<file path="config.mk">
export PLATFORM = sky130hd
export DESIGN_NAME = frt_timer
export DESIGN_NICKNAME = d
export VERILOG_FILES = /design/src/rtl/tmr_pkg.sv /design/src/rtl/tmr_ctrl.sv /design/src/rtl/tmr_count.sv /design/src/rtl/tmr_flags.sv /design/src/rtl/tmr_chan_bank.sv /design/src/rtl/frt_timer.sv
export SDC_FILE = /design/constraint.sdc
export NUM_CORES = 1
export LEC_CHECK = 0
export CAP_MARGIN = 20
export CELL_PAD_IN_SITES_DETAIL_PLACEMENT = 1
export CELL_PAD_IN_SITES_GLOBAL_PLACEMENT = 1
export CORE_MARGIN = 10
export CORE_UTILIZATION = 47
export DETAILED_ROUTE_END_ITERATION = 7
export DONT_BUFFER_PORTS = 1
export PLACE_DENSITY = 0.76
export SYNTH_ARGS = -nofsm -noshare
export SYNTH_HDL_FRONTEND = slang
export SYNTH_SLANG_ARGS = --single-unit
</file>
<file path="constraint.sdc">
create_clock -name clk -period 1.69 [get_ports clk]
set_clock_uncertainty 0.05 [all_clocks]
set_input_delay 0.169 -clock clk [delete_from_list [all_inputs] [get_ports clk]]
set_output_delay 0.169 -clock clk [all_outputs]
set_load 0.005 [all_outputs]
</file>
<file path="src/rtl/tmr_pkg.sv">
`timescale 1ns/1ps
package tmr_pkg;

    typedef struct packed {
        logic en;
        logic swai;
        logic sfrz;
        logic ffca;
    } tmr_ctrl_t;

    localparam int unsigned ADDR_W = 5;

    localparam logic [ADDR_W-1:0] A_CNT_HI = 5'h00;
    localparam logic [ADDR_W-1:0] A_CNT_LO = 5'h01;
    localparam logic [ADDR_W-1:0] A_CTRL   = 5'h02;
    localparam logic [ADDR_W-1:0] A_OVF    = 5'h03;
    localparam logic [ADDR_W-1:0] A_CHF    = 5'h04;

endpackage

</file>
<file path="src/rtl/tmr_ctrl.sv">
`timescale 1ns/1ps
module tmr_ctrl
    import tmr_pkg::*;
(
    input  logic      clk,
    input  logic      rst_n,
    input  logic      wr_en,
    input  logic [7:0] wbyte,
    input  logic      sys_wait,
    input  logic      sys_freeze,
    output tmr_ctrl_t ctrl,
    output logic      run
);

    typedef struct packed {
        tmr_ctrl_t ctrl;
    } ctrl_state_t;

    ctrl_state_t st_d, st_q;

    always_comb begin
        st_d = st_q;
        if (wr_en) begin
            st_d.ctrl.en   = wbyte[7];
            st_d.ctrl.swai = wbyte[6];
            st_d.ctrl.sfrz = wbyte[5];
            st_d.ctrl.ffca = wbyte[4];
        end
    end

    always_ff @(posedge clk or negedge rst_n) begin
        if (!rst_n) st_q <= '0;
        else        st_q <= st_d;
    end

    assign ctrl = st_q.ctrl;

    always_comb begin
        run = st_q.ctrl.en;
        if (sys_wait && st_q.ctrl.swai)   run = 1'b0;
        if (sys_freeze && st_q.ctrl.sfrz) run = 1'b0;
    end

    assert_ctrl_load_R5: assert property (@(posedge clk) disable iff (!rst_n)
        wr_en |=> (ctrl == tmr_ctrl_t'($past(wbyte[7:4]))));

endmodule

</file>
<file path="src/rtl/tmr_count.sv">
`timescale 1ns/1ps
module tmr_count #(
    parameter int unsigned CNT_W = 16
) (
    input  logic             clk,
    input  logic             rst_n,
    input  logic             run,
    input  logic             hi_snap,
    output logic [CNT_W-1:0] cnt,
    output logic [7:0]       lo_hold,
    output logic             wrap
);

    typedef struct packed {
        logic [CNT_W-1:0] cnt;
        logic [7:0]       lo;
    } cnt_state_t;

    cnt_state_t st_d, st_q;

    always_comb begin
        st_d = st_q;
        if (run)     st_d.cnt = st_q.cnt + 1'b1;
        if (hi_snap) st_d.lo  = st_q.cnt[7:0];
    end

    always_ff @(posedge clk or negedge rst_n) begin
        if (!rst_n) st_q <= '0;
        else        st_q <= st_d;
    end

    assign cnt     = st_q.cnt;
    assign lo_hold = st_q.lo;
    assign wrap    = run && (&st_q.cnt);

    assert_count_step_R1: assert property (@(posedge clk) disable iff (!rst_n)
        run |=> (cnt == $past(cnt) + 1'b1));

    assert_count_hold_R1: assert property (@(posedge clk) disable iff (!rst_n)
        !run |=> $stable(cnt));

    assert_lo_snap_R10: assert property (@(posedge clk) disable iff (!rst_n)
        hi_snap |=> (lo_hold == $past(cnt[7:0])));

endmodule

</file>
<file path="src/rtl/tmr_flags.sv">
`timescale 1ns/1ps
module tmr_flags #(
    parameter int unsigned NUM_CH = 8
) (
    input  logic              clk,
    input  logic              rst_n,
    input  logic              wrap,
    input  logic              ovf_clr,
    input  logic [NUM_CH-1:0] ch_set,
    input  logic [NUM_CH-1:0] ch_clr,
    output logic              ovf,
    output logic [NUM_CH-1:0] chf
);

    typedef struct packed {
        logic              ovf;
        logic [NUM_CH-1:0] chf;
    } flag_state_t;

    flag_state_t st_d, st_q;

    always_comb begin
        st_d     = st_q;
        st_d.ovf = wrap | (st_q.ovf & ~ovf_clr);
        st_d.chf = ch_set | (st_q.chf & ~ch_clr);
    end

    always_ff @(posedge clk or negedge rst_n) begin
        if (!rst_n) st_q <= '0;
        else        st_q <= st_d;
    end

    assign ovf = st_q.ovf;
    assign chf = st_q.chf;

    assert_ovf_set_R6: assert property (@(posedge clk) disable iff (!rst_n)
        wrap |=> ovf);

    assert_ovf_clear_R8: assert property (@(posedge clk) disable iff (!rst_n)
        (ovf_clr && !wrap) |=> !ovf);

    for (genvar n = 0; n < NUM_CH; n++) begin : g_chk
        assert_set_wins_R11: assert property (@(posedge clk) disable iff (!rst_n)
            ch_set[n] |=> chf[n]);
    end

endmodule

</file>
<file path="src/rtl/tmr_chan_bank.sv">
`timescale 1ns/1ps
module tmr_chan_bank #(
    parameter int unsigned NUM_CH = 8,
    parameter int unsigned CNT_W  = 16,
    parameter int unsigned IDX_W  = 3
) (
    input  logic             clk,
    input  logic             rst_n,
    input  logic             wr_en,
    input  logic [IDX_W-1:0] idx,
    input  logic [1:0]       be,
    input  logic [CNT_W-1:0] wval,
    output logic [CNT_W-1:0] rd_word
);

    typedef struct packed {
        logic [NUM_CH-1:0][CNT_W-1:0] r;
    } bank_state_t;

    bank_state_t st_d, st_q;
    logic [NUM_CH-1:0] hit;

    for (genvar n = 0; n < NUM_CH; n++) begin : g_hit
        assign hit[n] = wr_en && (idx == IDX_W'(n));
    end

    always_comb begin
        st_d = st_q;
        for (int n = 0; n < NUM_CH; n++) begin
            if (hit[n] && be[1]) st_d.r[n][CNT_W-1:8] = wval[CNT_W-1:8];
            if (hit[n] && be[0]) st_d.r[n][7:0]       = wval[7:0];
        end
    end

    always_ff @(posedge clk or negedge rst_n) begin
        if (!rst_n) st_q <= '0;
        else        st_q <= st_d;
    end

    assign rd_word = st_q.r[idx];

    for (genvar n = 0; n < NUM_CH; n++) begin : g_chk
        assert_chan_store_R12: assert property (@(posedge clk) disable iff (!rst_n)
            (hit[n] && be[0]) |=> (st_q.r[n][7:0] == $past(wval[7:0])));
    end

endmodule

</file>
<file path="src/rtl/frt_timer.sv">
`timescale 1ns/1ps
module frt_timer
    import tmr_pkg::*;
#(
    parameter int unsigned CNT_W  = 16,
    parameter int unsigned NUM_CH = 8
) (
    input  logic              clk,
    input  logic              rst_n,
    input  logic [4:0]        bus_addr,
    input  logic              bus_rd,
    input  logic              bus_wr,
    input  logic              bus_wide,
    input  logic [CNT_W-1:0]  bus_wdata,
    output logic [CNT_W-1:0]  bus_rdata,
    input  logic              sys_wait,
    input  logic              sys_freeze,
    input  logic [NUM_CH-1:0] ch_event,
    input  logic [NUM_CH-1:0] ch_is_cmp,
    output logic              ovf_flag,
    output logic [NUM_CH-1:0] ch_flag
);

    localparam int unsigned IDX_W = (NUM_CH > 1) ? $clog2(NUM_CH) : 1;

    tmr_ctrl_t         ctrl;
    logic              run;
    logic [CNT_W-1:0]  cnt;
    logic [7:0]        lo_hold;
    logic              wrap;
    logic [IDX_W-1:0]  ch_idx;
    logic              ch_hit;
    logic              cnt_hit;
    logic              ctrl_we;
    logic              hi_snap;
    logic              ovf_clr;
    logic [NUM_CH-1:0] ch_clr;
    logic [1:0]        ch_be;
    logic [CNT_W-1:0]  ch_wval;
    logic [CNT_W-1:0]  ch_word;
    logic [7:0]        chf_byte;

    function automatic logic [CNT_W-1:0] ext8(input logic [7:0] b);
        return {{(CNT_W-8){1'b0}}, b};
    endfunction

    // Address decode
    always_comb begin
        ch_idx  = bus_addr[IDX_W:1];
        ch_hit  = bus_addr[4] && (32'(ch_idx) < NUM_CH);
        cnt_hit = (bus_addr[4:1] == 4'd0);
        ctrl_we = bus_wr && (bus_addr == A_CTRL);
        hi_snap = bus_rd && !bus_wide && (bus_addr == A_CNT_HI);
        ovf_clr = (ctrl.ffca && (bus_rd || bus_wr) && cnt_hit)
                || (bus_wr && (bus_addr == A_OVF) && bus_wdata[7]);
        if (bus_wide)         ch_be = 2'b11;
        else if (bus_addr[0]) ch_be = 2'b01;
        else                  ch_be = 2'b10;
        ch_wval = bus_wide ? bus_wdata : {2{bus_wdata[7:0]}};
    end

    for (genvar n = 0; n < NUM_CH; n++) begin : g_clr
        logic wr_one;
        logic fast;
        assign wr_one    = bus_wr && (bus_addr == A_CHF) && bus_wdata[n];
        assign fast      = ctrl.ffca && ch_hit && (ch_idx == IDX_W'(n))
                         && (ch_is_cmp[n] ? bus_wr : bus_rd);
        assign ch_clr[n] = wr_one || fast;
    end

    tmr_ctrl u_ctrl (
        .clk        (clk),
        .rst_n      (rst_n),
        .wr_en      (ctrl_we),
        .wbyte      (bus_wdata[7:0]),
        .sys_wait   (sys_wait),
        .sys_freeze (sys_freeze),
        .ctrl       (ctrl),
        .run        (run)
    );

    tmr_count #(.CNT_W(CNT_W)) u_count (
        .clk     (clk),
        .rst_n   (rst_n),
        .run     (run),
        .hi_snap (hi_snap),
        .cnt     (cnt),
        .lo_hold (lo_hold),
        .wrap    (wrap)
    );

    tmr_flags #(.NUM_CH(NUM_CH)) u_flags (
        .clk     (clk),
        .rst_n   (rst_n),
        .wrap    (wrap),
        .ovf_clr (ovf_clr),
        .ch_set  (ch_event),
        .ch_clr  (ch_clr),
        .ovf     (ovf_flag),
        .chf     (ch_flag)
    );

    tmr_chan_bank #(.NUM_CH(NUM_CH), .CNT_W(CNT_W), .IDX_W(IDX_W)) u_bank (
        .clk     (clk),
        .rst_n   (rst_n),
        .wr_en   (bus_wr && ch_hit),
        .idx     (ch_idx),
        .be      (ch_be),
        .wval    (ch_wval),
        .rd_word (ch_word)
    );

    // Read data
    always_comb begin
        chf_byte             = '0;
        chf_byte[NUM_CH-1:0] = ch_flag;
        bus_rdata            = '0;
        if (bus_rd) begin
            if (ch_hit) begin
                if (bus_wide)         bus_rdata = ch_word;
                else if (bus_addr[0]) bus_rdata = ext8(ch_word[7:0]);
                else                  bus_rdata = ext8(ch_word[CNT_W-1:8]);
            end else begin
                case (bus_addr)
                    A_CNT_HI: bus_rdata = bus_wide ? cnt : ext8(cnt[CNT_W-1:8]);
                    A_CNT_LO: bus_rdata = ext8(lo_hold);
                    A_CTRL:   bus_rdata = ext8({ctrl.en, ctrl.swai, ctrl.sfrz, ctrl.ffca, 4'b0000});
                    A_OVF:    bus_rdata = ext8({ovf_flag, 7'b0});
                    A_CHF:    bus_rdata = ext8(chf_byte);
                    default:  bus_rdata = '0;
                endcase
            end
        end
    end

    assert_wait_hold_R3: assert property (@(posedge clk) disable iff (!rst_n)
        (sys_wait && ctrl.swai) |=> $stable(cnt));

    assert_freeze_hold_R4: assert property (@(posedge clk) disable iff (!rst_n)
        (sys_freeze && ctrl.sfrz) |=> $stable(cnt));

    for (genvar n = 0; n < NUM_CH; n++) begin : g_chk
        assert_fast_rd_clear_R9: assert property (@(posedge clk) disable iff (!rst_n)
            (ctrl.ffca && bus_rd && ch_hit && (ch_idx == IDX_W'(n))
             && !ch_is_cmp[n] && !ch_event[n]) |=> !ch_flag[n]);
    end

endmodule

</file>
# Word level (Yosys, flattened, before mapping)
# Index checks and enable logic that the tools add are counted.
dict set report classes {
  eq_ne 11
  add_sub_neg 1
  magnitude_cmp 1
  bitwise_logic 6
  mux 21
  n_reduce_logical 76
}
# cell count
set op_table {}
lappend op_table {{$mux W16} 6}
lappend op_table {{$pmux W16 S5} 1}
lappend op_table {{$logic_and A1 B1 Y1} 61}
lappend op_table {{$bmux W16 S3} 1}
lappend op_table {{$add A16 B1 Y16 const B} 1}
lappend op_table {{$reduce_and A16 Y1} 1}
lappend op_table {{$eq A3 B3 Y1 const B} 4}
lappend op_table {{$eq A5 B2 Y1 const B} 2}
lappend op_table {{$logic_or A1 B1 Y1} 10}
lappend op_table {{$mux W1} 10}
lappend op_table {{$and A8 B8 Y8} 1}
lappend op_table {{$mux W8} 1}
lappend op_table {{$not A8 Y8} 1}
lappend op_table {{$or A8 B8 Y8} 1}
lappend op_table {{$eq A3 B2 Y1 const B} 2}
lappend op_table {{$eq A5 B1 Y1 const B} 1}
lappend op_table {{$eq A5 B3 Y1 const B} 1}
lappend op_table {{$logic_not A5 Y1} 1}
lappend op_table {{$logic_not A4 Y1} 1}
lappend op_table {{$lt A3 B4 Y1 const B} 1}
lappend op_table {{$mux W2} 2}
lappend op_table {{$eq A3 B1 Y1 const B} 1}
lappend op_table {{$logic_not A3 Y1} 1}
lappend op_table {{$and A1 B1 Y1} 1}
lappend op_table {{3 further kinds} 3}
dict set report totals {
  out_inout_bits 25
  ff_bits 165
  wordCells 140
}

# Depth between registers and ports, before layout
# Gate-level depths: netlist of run 1.
dict set report logic_depth {
  ltp_word 7
  ltp_mapped 8
  ltp_nobuf 5
}

# Hierarchy
# A second synthesis of run 1 with hierarchy kept.
dict set report hier_totals {
  hier_cells 671
  hier_area_um2 8735.9
}
# mod instances cells_per_inst seq_area_each_um2 area_each_um2
set by_module_without_submodules {}
lappend by_module_without_submodules {tmr_chan_bank 1 403 3203.1 6183.4}
lappend by_module_without_submodules {tmr_count 1 78 600.6 1038.5}
lappend by_module_without_submodules {frt_timer 1 152 0.0 1032.2}
lappend by_module_without_submodules {tmr_flags 1 27 225.2 326.6}
lappend by_module_without_submodules {tmr_ctrl 1 11 100.1 155.1}

# Worst setup path before layout of run 1
# No wires, ideal clock.
dict set report synth_timing {
  path_kind {input to register}
  from {in bus_addr[2]}
  to {reg u_count.st_q, in the netlist u_count.lo_hold[0]}
  stages 7
  n_path_buf 3
  required_ps 1515
  arrival_time_ps 1661
  setup_time_ps 125
  setup_slack_ps -146
  path_cell_list {buf_4 or2_2 buf_6 nor4_4 and2b_1 buf_4 mux2_2}
}
dict set report synth_between {
  elab_chain_cells 2
}
# element line_no
set synth_rtl {}
lappend synth_rtl {{from (decl)} frt_timer.sv:10} ;# input logic [4:0] bus_addr,
lappend synth_rtl {{$logic_not A5 Y1} frt_timer.sv:53} ;# hi_snap = bus_rd && !bus_wide && (bus_addr == A_CNT_HI);
lappend synth_rtl {{$logic_and A1 B1 Y1} frt_timer.sv:53}
lappend synth_rtl {{to (signal assigned)} tmr_count.sv:29} ;# else st_q <= st_d;
lappend synth_rtl {{to (decl)} tmr_count.sv:19} ;# cnt_state_t st_d, st_q;
# No other way between the ends.
# A chain may end at the register's enable or synchronous reset.

# Final worst setup path of run 1
dict set report layout_timing {
  from {reg u_count.st_q, in the netlist u_count.cnt[15]}
  to {out bus_rdata[7]}
}
dict set report layout_between {
  elab_chain_cells 4
}
# element line_no
set layout_rtl {}
lappend layout_rtl {{$mux W16} frt_timer.sv:125} ;# A_CNT_HI: bus_rdata = bus_wide ? cnt : ext8(cnt[CNT_W-1:8]);
lappend layout_rtl {{$pmux W16 S5} frt_timer.sv:124} ;# case (bus_addr)
lappend layout_rtl {{$mux W16} frt_timer.sv:119} ;# if (ch_hit) begin
lappend layout_rtl {{$mux W16} frt_timer.sv:118} ;# if (bus_rd) begin
lappend layout_rtl {{to (decl)} frt_timer.sv:15} ;# output logic [CNT_W-1:0] bus_rdata,
# No other way between the ends.

==> impl_metrics.env, run 1 <==
export IMPL_status="finished, violations left"
export IMPL_violations="hold timing, setup timing"
export IMPL_grt_pass1_wl_um=44800
export IMPL_synthFlopType="dfrtp_1"
export IMPL_hold_path_class="primary input to async pin"
export IMPL_seq_power_share=0.438
export IMPL_grt_max_degree=166
export IMPL_die_h_um=153
export IMPL_num_rows=48
export IMPL_min_period_over_period=1.37
export IMPL_cts_made_buffers=17
export IMPL_synth_area_sq_um=8260
export IMPL_worst_slack_ns=-0.619
export IMPL_avgSynthCellArea_sq_um=12.0
export IMPL_finalMaxSlewViolations=0
export IMPL_grt_overflow=0
export IMPL_cts_root_buf="clkbuf_16"
export IMPL_synth_compound_area_frac=0.109
export IMPL_syn_num_nets=736
export IMPL_fmax_mhz=433
export IMPL_start_util=0.479
export IMPL_yosysTopAreaCell="dfrtp_1"
export IMPL_crit_path_start_kind="flop"
export IMPL_ff_latch_area_sq_um=4140
export IMPL_synth_most_common_cell="dfrtp_1"
export IMPL_synth_xor_area_share=0.0159
export IMPL_pin_count=69
export IMPL_syn_instance_count=691
export IMPL_r2r_worst_path_cells=8
export IMPL_multiInputGateArea_sq_um=4310
export IMPL_p_sw_frac=0.318
export IMPL_peakVddDrop_mv=0.817
export IMPL_fin_crit_ns=2.31
export IMPL_finalSetupTns_ns=-6.26
export IMPL_cts_htree_levels=4
export IMPL_synth_edf_count=0
export IMPL_crit_start="u_count.cnt[15]"
export IMPL_slew_headroom=0.340
export IMPL_clockBufferDepth=2
export IMPL_p_per_area_nw_per_um2=1190
export IMPL_hold_worst_slack_ns=-0.643
export IMPL_yosys_area_top_type_share=0.500
export IMPL_stdcell_count=1035
export IMPL_die_w_um=153
export IMPL_clkLatencyLatePin_ns=0.44
export IMPL_ys_ff_latch=165
export IMPL_ys_warn_count=0
export IMPL_cts_tree="done"
export IMPL_critPathArrivalTime_ns=2.09
export IMPL_synthMuxAreaShare=0.228
export IMPL_grt_pass1_vias=7130
export IMPL_post_route_util=0.611
export IMPL_synth_simple_area_share=0.111
export IMPL_seq_area_frac_synth=0.500
export IMPL_core_area_sq_um=17200
export IMPL_drt_initial_drc_count=521
export IMPL_synth_top_family_by_area="multiplexers"
export IMPL_ant_nets=0
export IMPL_avgViaCountPerCell=6.37
export IMPL_p_sw_mw=3.98
export IMPL_rsz0062_at_grt="true"
export IMPL_r2r_start="u_count.cnt[5]"
export IMPL_port_buffers=0
export IMPL_drt_pass1_iterations=5
export IMPL_clock_sinks=165
export IMPL_wl_um=30400
export IMPL_clk_pin_slew_ns=0.09
export IMPL_gp_congestion=0.857
export IMPL_ys_top_cells_by_count="165 x dfrtp_1, 75 x mux2_2, 75 x nor2_1, 70 x a21oi_1, 49 x mux2i_1"
export IMPL_power_internal_mw=8.52
export IMPL_vias=6592
export IMPL_synth_fa_ha_area_frac=0.00151
export IMPL_p_comb_frac=0.240
export IMPL_synth_area_top_cells="dfrtp_1 50%, mux2_2 10%, mux2i_1 5.9%"
export IMPL_critPathCaptureType="output port"
export IMPL_p_leak_nw=4.59
export IMPL_hold_buffers=17
export IMPL_synth_cell_types=58
export IMPL_setup_viol=21
export IMPL_fin_nets=839
export IMPL_grt_util_all_layers=0.247
export IMPL_route_detailed_drc=0
export IMPL_reg2reg_to="u_flags.ovf"
export IMPL_async_flop_share=1.00
export IMPL_n_fill_cell=1664
export IMPL_pre_cts_slack_ns=-0.179
export IMPL_dpl_cell_count=941
export IMPL_worst_pin_slew_ns=0.987
export IMPL_clkPwrFrac=0.322
export IMPL_drive_above_1_share=0.408
export IMPL_wl_per_cell_um=29.3
export IMPL_final_hold_viol_count=165
export IMPL_dieArea_sq_um=23300
export IMPL_r2r_slack_ns=-0.19
export IMPL_crit_fanout=2
export IMPL_cp_required_ns=1.47
export IMPL_antenna_found_initial=2
export IMPL_path_class="flop to output port"
export IMPL_drv_cap=0
export IMPL_dp_hpwl_um=17800
export IMPL_area_delta_synth_final_pct=27.5
==> state kept, by name, indices dropped and copies added (netlist names) <==
register         count
u_bank.st_q        128
u_ctrl.ctrl          4
u_count.lo_hold      8
u_flags.ovf          1
u_count.cnt         16
u_flags.chf          8
==> per-layer routing <==
| layer | wire length (um) | global-route usage | vias up |
|---|---|---|---|
| met5 | 0 | 0 | - |
| met4 | 1120 | 0.0958 | 0 |
| met3 | 2000 | 0.0615 | 82 |
| met2 | 15800 | 0.438 | 300 |
| met1 | 11400 | 0.280 | 3458 |
| li1 | - | - | 2752 |
==> metrics by stage <==
| step | hold slack [ns] | power, mW | instance area (sq um) |
|---|---|---|---|
| 2_1_floorplan | -0.177 | 6.91 | 8400 |
| 3_3_place_gp | -0.171 | 7.38 | 9010 |
| 3_5_place_dp | -0.171 | 7.62 | 9010 |
| 4_1_cts | -0.644 | 12.0 | 10200 |
| 5_1_grt | -0.662 | 13.0 | 10500 |
| 6_report | -0.643 | 12.5 | 10500 |
==> critical path, stage by stage, from the launching register on <==
cell      delay, ns
dfrtp_1        0.39
mux2_4         0.27
mux4_2         0.50
a221oi_2       0.28
a211oi_2       0.06
buf_4          0.14
==> worst max path at each step <==
stage	cells past startpoint	slack, ns	to
2_1_floorplan	7	-0.12	u_count.lo_hold[0]
3_3_place_gp	5	-0.11	bus_rdata[7]
3_5_place_dp	5	-0.18	bus_rdata[7]
4_1_cts	5	-0.55	bus_rdata[7]
5_1_grt	5	-0.69	bus_rdata[7]
6_report	5	-0.62	bus_rdata[7]
==> kinds of logic (layout without fill, tap and decap cells) <==
kind of cell	count (synthesis)	in the layout
multiplexers	151	151
other	0	3
XOR/XNOR	15	15
AO/OA/AOI/OAI	135	135
adder cells (fa/ha/maj)	1	1
buffers and inverters	57	173
flip-flops	165	165
AND/OR/NAND/NOR	167	167
==> what timing repair did <==
item,in CTS,in global routing
pin swaps,23,13
buffers inserted,18,27
resized for setup,43,33
endpoints found under the hold margin,242,165
setup endpoints to repair,19,24
==> layout make-up <==
type                       count  share of cell area
antenna                        3            0.000713
tap                          225              0.0267
clock buffer                  17              0.0404
timing repair buffer         135               0.110
clock inverter                15              0.0189
inverter                       6             0.00214
multi-input combinational    469               0.409
sequential                   165               0.392
==> power by group through the flow <==
| stage | Combinational [mW] | Clock [mW] | Sequential (mW) |
|---|---|---|---|
| 2_1_floorplan | 1.67 | 0 | 5.24 |
| 3_3_place_gp | 2.04 | 0 | 5.34 |
| 3_5_place_dp | 2.19 | 0 | 5.43 |
| 4_1_cts | 2.60 | 4.04 | 5.37 |
| 5_1_grt | 3.19 | 4.25 | 5.55 |
| 6_report | 3.00 | 4.02 | 5.48 |
==> placed cells by master (no fill, tap or decap), types with 7 or more instances in the layout <==
| cell type | synthesis | final |
|---|---|---|
| dfrtp_1 | 165 | 160 |
| buf_4 | 8 | 105 |
| nor2_1 | 75 | 71 |
| a21oi_1 | 70 | 70 |
| mux2_2 | 75 | 55 |
| mux2i_1 | 49 | 42 |
| mux2_4 | 8 | 28 |
| mux4_2 | 19 | 19 |
| clkbuf_16 | 0 | 17 |
| dlygate4sd3_1 | 0 | 17 |
| nand2_1 | 17 | 16 |
| a21o_1 | 11 | 11 |
| nor2_2 | 6 | 9 |
| nor3_1 | 11 | 8 |
| and3_1 | 8 | 8 |
| nand3_1 | 7 | 7 |
| a221oi_2 | 0 | 7 |
| nor3_2 | 4 | 7 |
| xor2_1 | 8 | 7 |
| clkinv_8 | 0 | 7 |
| buf_6 | 4 | 7 |
Note: power is estimated with default switching activity, not from simulation.
==> run 2, diff against run 1 <==
==> constraint.sdc (replaced) <==
create_clock -name clk -period 1.69 [get_ports clk]
set_clock_uncertainty 0.05 [all_clocks]
set_input_delay 0.169 -clock clk [delete_from_list [all_inputs] [get_ports clk]]
set_output_delay 0.169 -clock clk [all_outputs]
set_load 0.1 [all_outputs]
==> run 2 against run 1 <==
Clock-buffer cell count unchanged. Via count up 3.3%. Global-route usage up 1.5 points. Final area up 5.4%. Cell count up 1.8%. Sequential cell count unchanged. The run ends with DRC, hold timing, setup timing left. Worst setup slack worse by 0.10 ns.
==> impl_metrics.env, run 2 (synthesis results as in run 1) <==
export IMPL_drive_above_1_share=0.435
export IMPL_grt_pass1_wl_um=47400
export IMPL_path_class="flop to output port"
export IMPL_wl_per_cell_um=30.7
export IMPL_cts_made_buffers=17
export IMPL_area_delta_synth_final_pct=34.4
export IMPL_n_fill_cell=1653
export IMPL_path_cells="mux2_4, mux4_2, a221oi_2, buf_4, a211oi_4, buf_12"
export IMPL_wl_um=32400
export IMPL_die_w_um=153
export IMPL_multiInputGateArea_sq_um=4490
export IMPL_finalMaxSlewViolations=0
export IMPL_final_common_cell="dfrtp_1"
export IMPL_fmax_mhz=414
export IMPL_clock_sinks=165
export IMPL_final_cell_mix="159 x dfrtp_1, 106 x buf_4, 71 x nor2_1"
export IMPL_avgViaCountPerCell=6.46
export IMPL_drv_cap=0
export IMPL_cts_root_buf="clkbuf_16"
export IMPL_crit_path_start_kind="flop"
export IMPL_drt_initial_drc_count=628
export IMPL_critPathSlowestCell="mux4_2"
export IMPL_largest_register_ff_count=128
export IMPL_ant_nets=0
export IMPL_peakVddDrop_mv=0.810
export IMPL_grt_util_all_layers=0.262
export IMPL_cts_tree="done"
export IMPL_dpl_cell_area_sq_um=9700
export IMPL_gp_congestion=0.873
export IMPL_largest_register="u_bank.st_q"
export IMPL_worst_pin_slew_ns=1.07
export IMPL_pin_count=69
export IMPL_dpl_cell_count=972
export IMPL_dp_hpwl_um=18500
export IMPL_pre_cts_slack_ns=-0.304
export IMPL_clkLatencyLatePin_ns=0.45
export IMPL_setup_viol=23
export IMPL_fin_nets=860
export IMPL_cts_htree_levels=4
export IMPL_slew_headroom=0.287
export IMPL_power_internal_mw=8.83
export IMPL_core_area_sq_um=17200
export IMPL_critPathCaptureType="output port"
export IMPL_clkPwrFrac=0.322
export IMPL_p_sw_mw=4.25
export IMPL_hold_worst_slack_ns=-0.644
export IMPL_port_buffers=0
export IMPL_status="finished, violations left"
export IMPL_clockBufferDepth=2
export IMPL_worst_slack_ns=-0.723
export IMPL_stdcell_count=1054
export IMPL_min_period_over_period=1.43
export IMPL_hold_buffers=17
export IMPL_num_rows=48
export IMPL_grt_pass1_vias=7455
export IMPL_vias=6812
export IMPL_slowest_delay_ns=0.48
export IMPL_antenna_found_initial=2
export IMPL_ff_latch_area_sq_um=4140
export IMPL_hold_path_class="primary input to async pin"
export IMPL_violations="DRC, hold timing, setup timing"
export IMPL_drt_pass1_iterations=8
export IMPL_clk_pin_slew_ns=0.08
export IMPL_seq_power_share=0.418
export IMPL_cp_required_ns=1.47
export IMPL_start_util=0.479
export IMPL_design_area_sq_um=11100
export IMPL_total_power_mw=13.1
export IMPL_fin_crit_ns=2.41
export IMPL_grt_overflow=0
export IMPL_dieArea_sq_um=23300
export IMPL_p_sw_frac=0.325
export IMPL_rsz0062_at_grt="true"
export IMPL_crit_fanout=2
export IMPL_p_per_area_nw_per_um2=1180
export IMPL_route_detailed_drc=5
export IMPL_p_comb_frac=0.260
export IMPL_p_leak_nw=4.79
export IMPL_critPathArrivalTime_ns=2.19
export IMPL_grt_max_degree=166
export IMPL_final_hold_viol_count=165
export IMPL_die_h_um=153
## run 2: power by group through the flow
stage          combinational, mW  sequential [mW]  clock (mW)
6_report                    3.40             5.46        4.22
5_1_grt                     3.57             5.53        4.41
4_1_cts                     3.11             5.38        4.20
3_5_place_dp                2.73             5.42           0
3_3_place_gp                2.58             5.32           0
2_1_floorplan               2.00             5.27           0
## run 2: final cells by class
class | instances | share of cell area
diodes | 1 | 0.000225
clock buffers | 17 | 0.0383
clock inverters | 15 | 0.0181
inverters | 6 | 0.00203
multi-input cells | 469 | 0.404
flip-flops and latches | 165 | 0.373
well taps | 225 | 0.0254
repair buffers | 156 | 0.139
## run 2: per-stage QoR
stage               TNS, ns  utilization
floorplan             -8.18            -
global placement      -2.68        0.563
detailed placement    -3.57        0.563
CTS                   -7.27        0.630
global route         -10.51        0.644
finish                -9.34        0.644
## run 2: critical path: cells and delay by family, from the launching register on
kind,cells,cell delay [ns]
flops,1,0.40
compound gates,2,0.26
buf+inv,2,0.32
mux,2,0.76
## run 2: worst paths after layout
check                                      from         endpoint  slack (ns)  cells past startpoint
worst max-delay path            u_count.cnt[15]     bus_rdata[7]       -0.72                      6
worst min-delay path                      rst_n   u_count.cnt[9]       -0.64                      0
worst max register to register   u_count.cnt[7]      u_flags.ovf       -0.29                      9
worst min register to register  u_bank.st_q[83]  u_bank.st_q[83]        0.46                      1
max in group asynchronous                 rst_n   u_flags.chf[6]        1.96                      0
min in group clk                         bus_wr   u_ctrl.ctrl[2]        0.02                      2
## run 2: timing repair
item,in CTS,in global routing
buffers inserted,16,21
pin swaps,33,17
endpoints found under the setup margin,21,26
gates resized for setup,44,24
cloned,0,0
hold endpoints to repair,242,165
## run 2: routing by layer
metal  part of all wire  global-route usage  wire length (um)  vias to the layer above
met3              0.063              0.0624              2060                      113
li1                   -                   -                 -                     2787
met2               0.52               0.460             16800                      307
met4              0.042               0.115              1380                        2
met5            0.00034                   0                11                        -
met1               0.38               0.297             12100                     3603
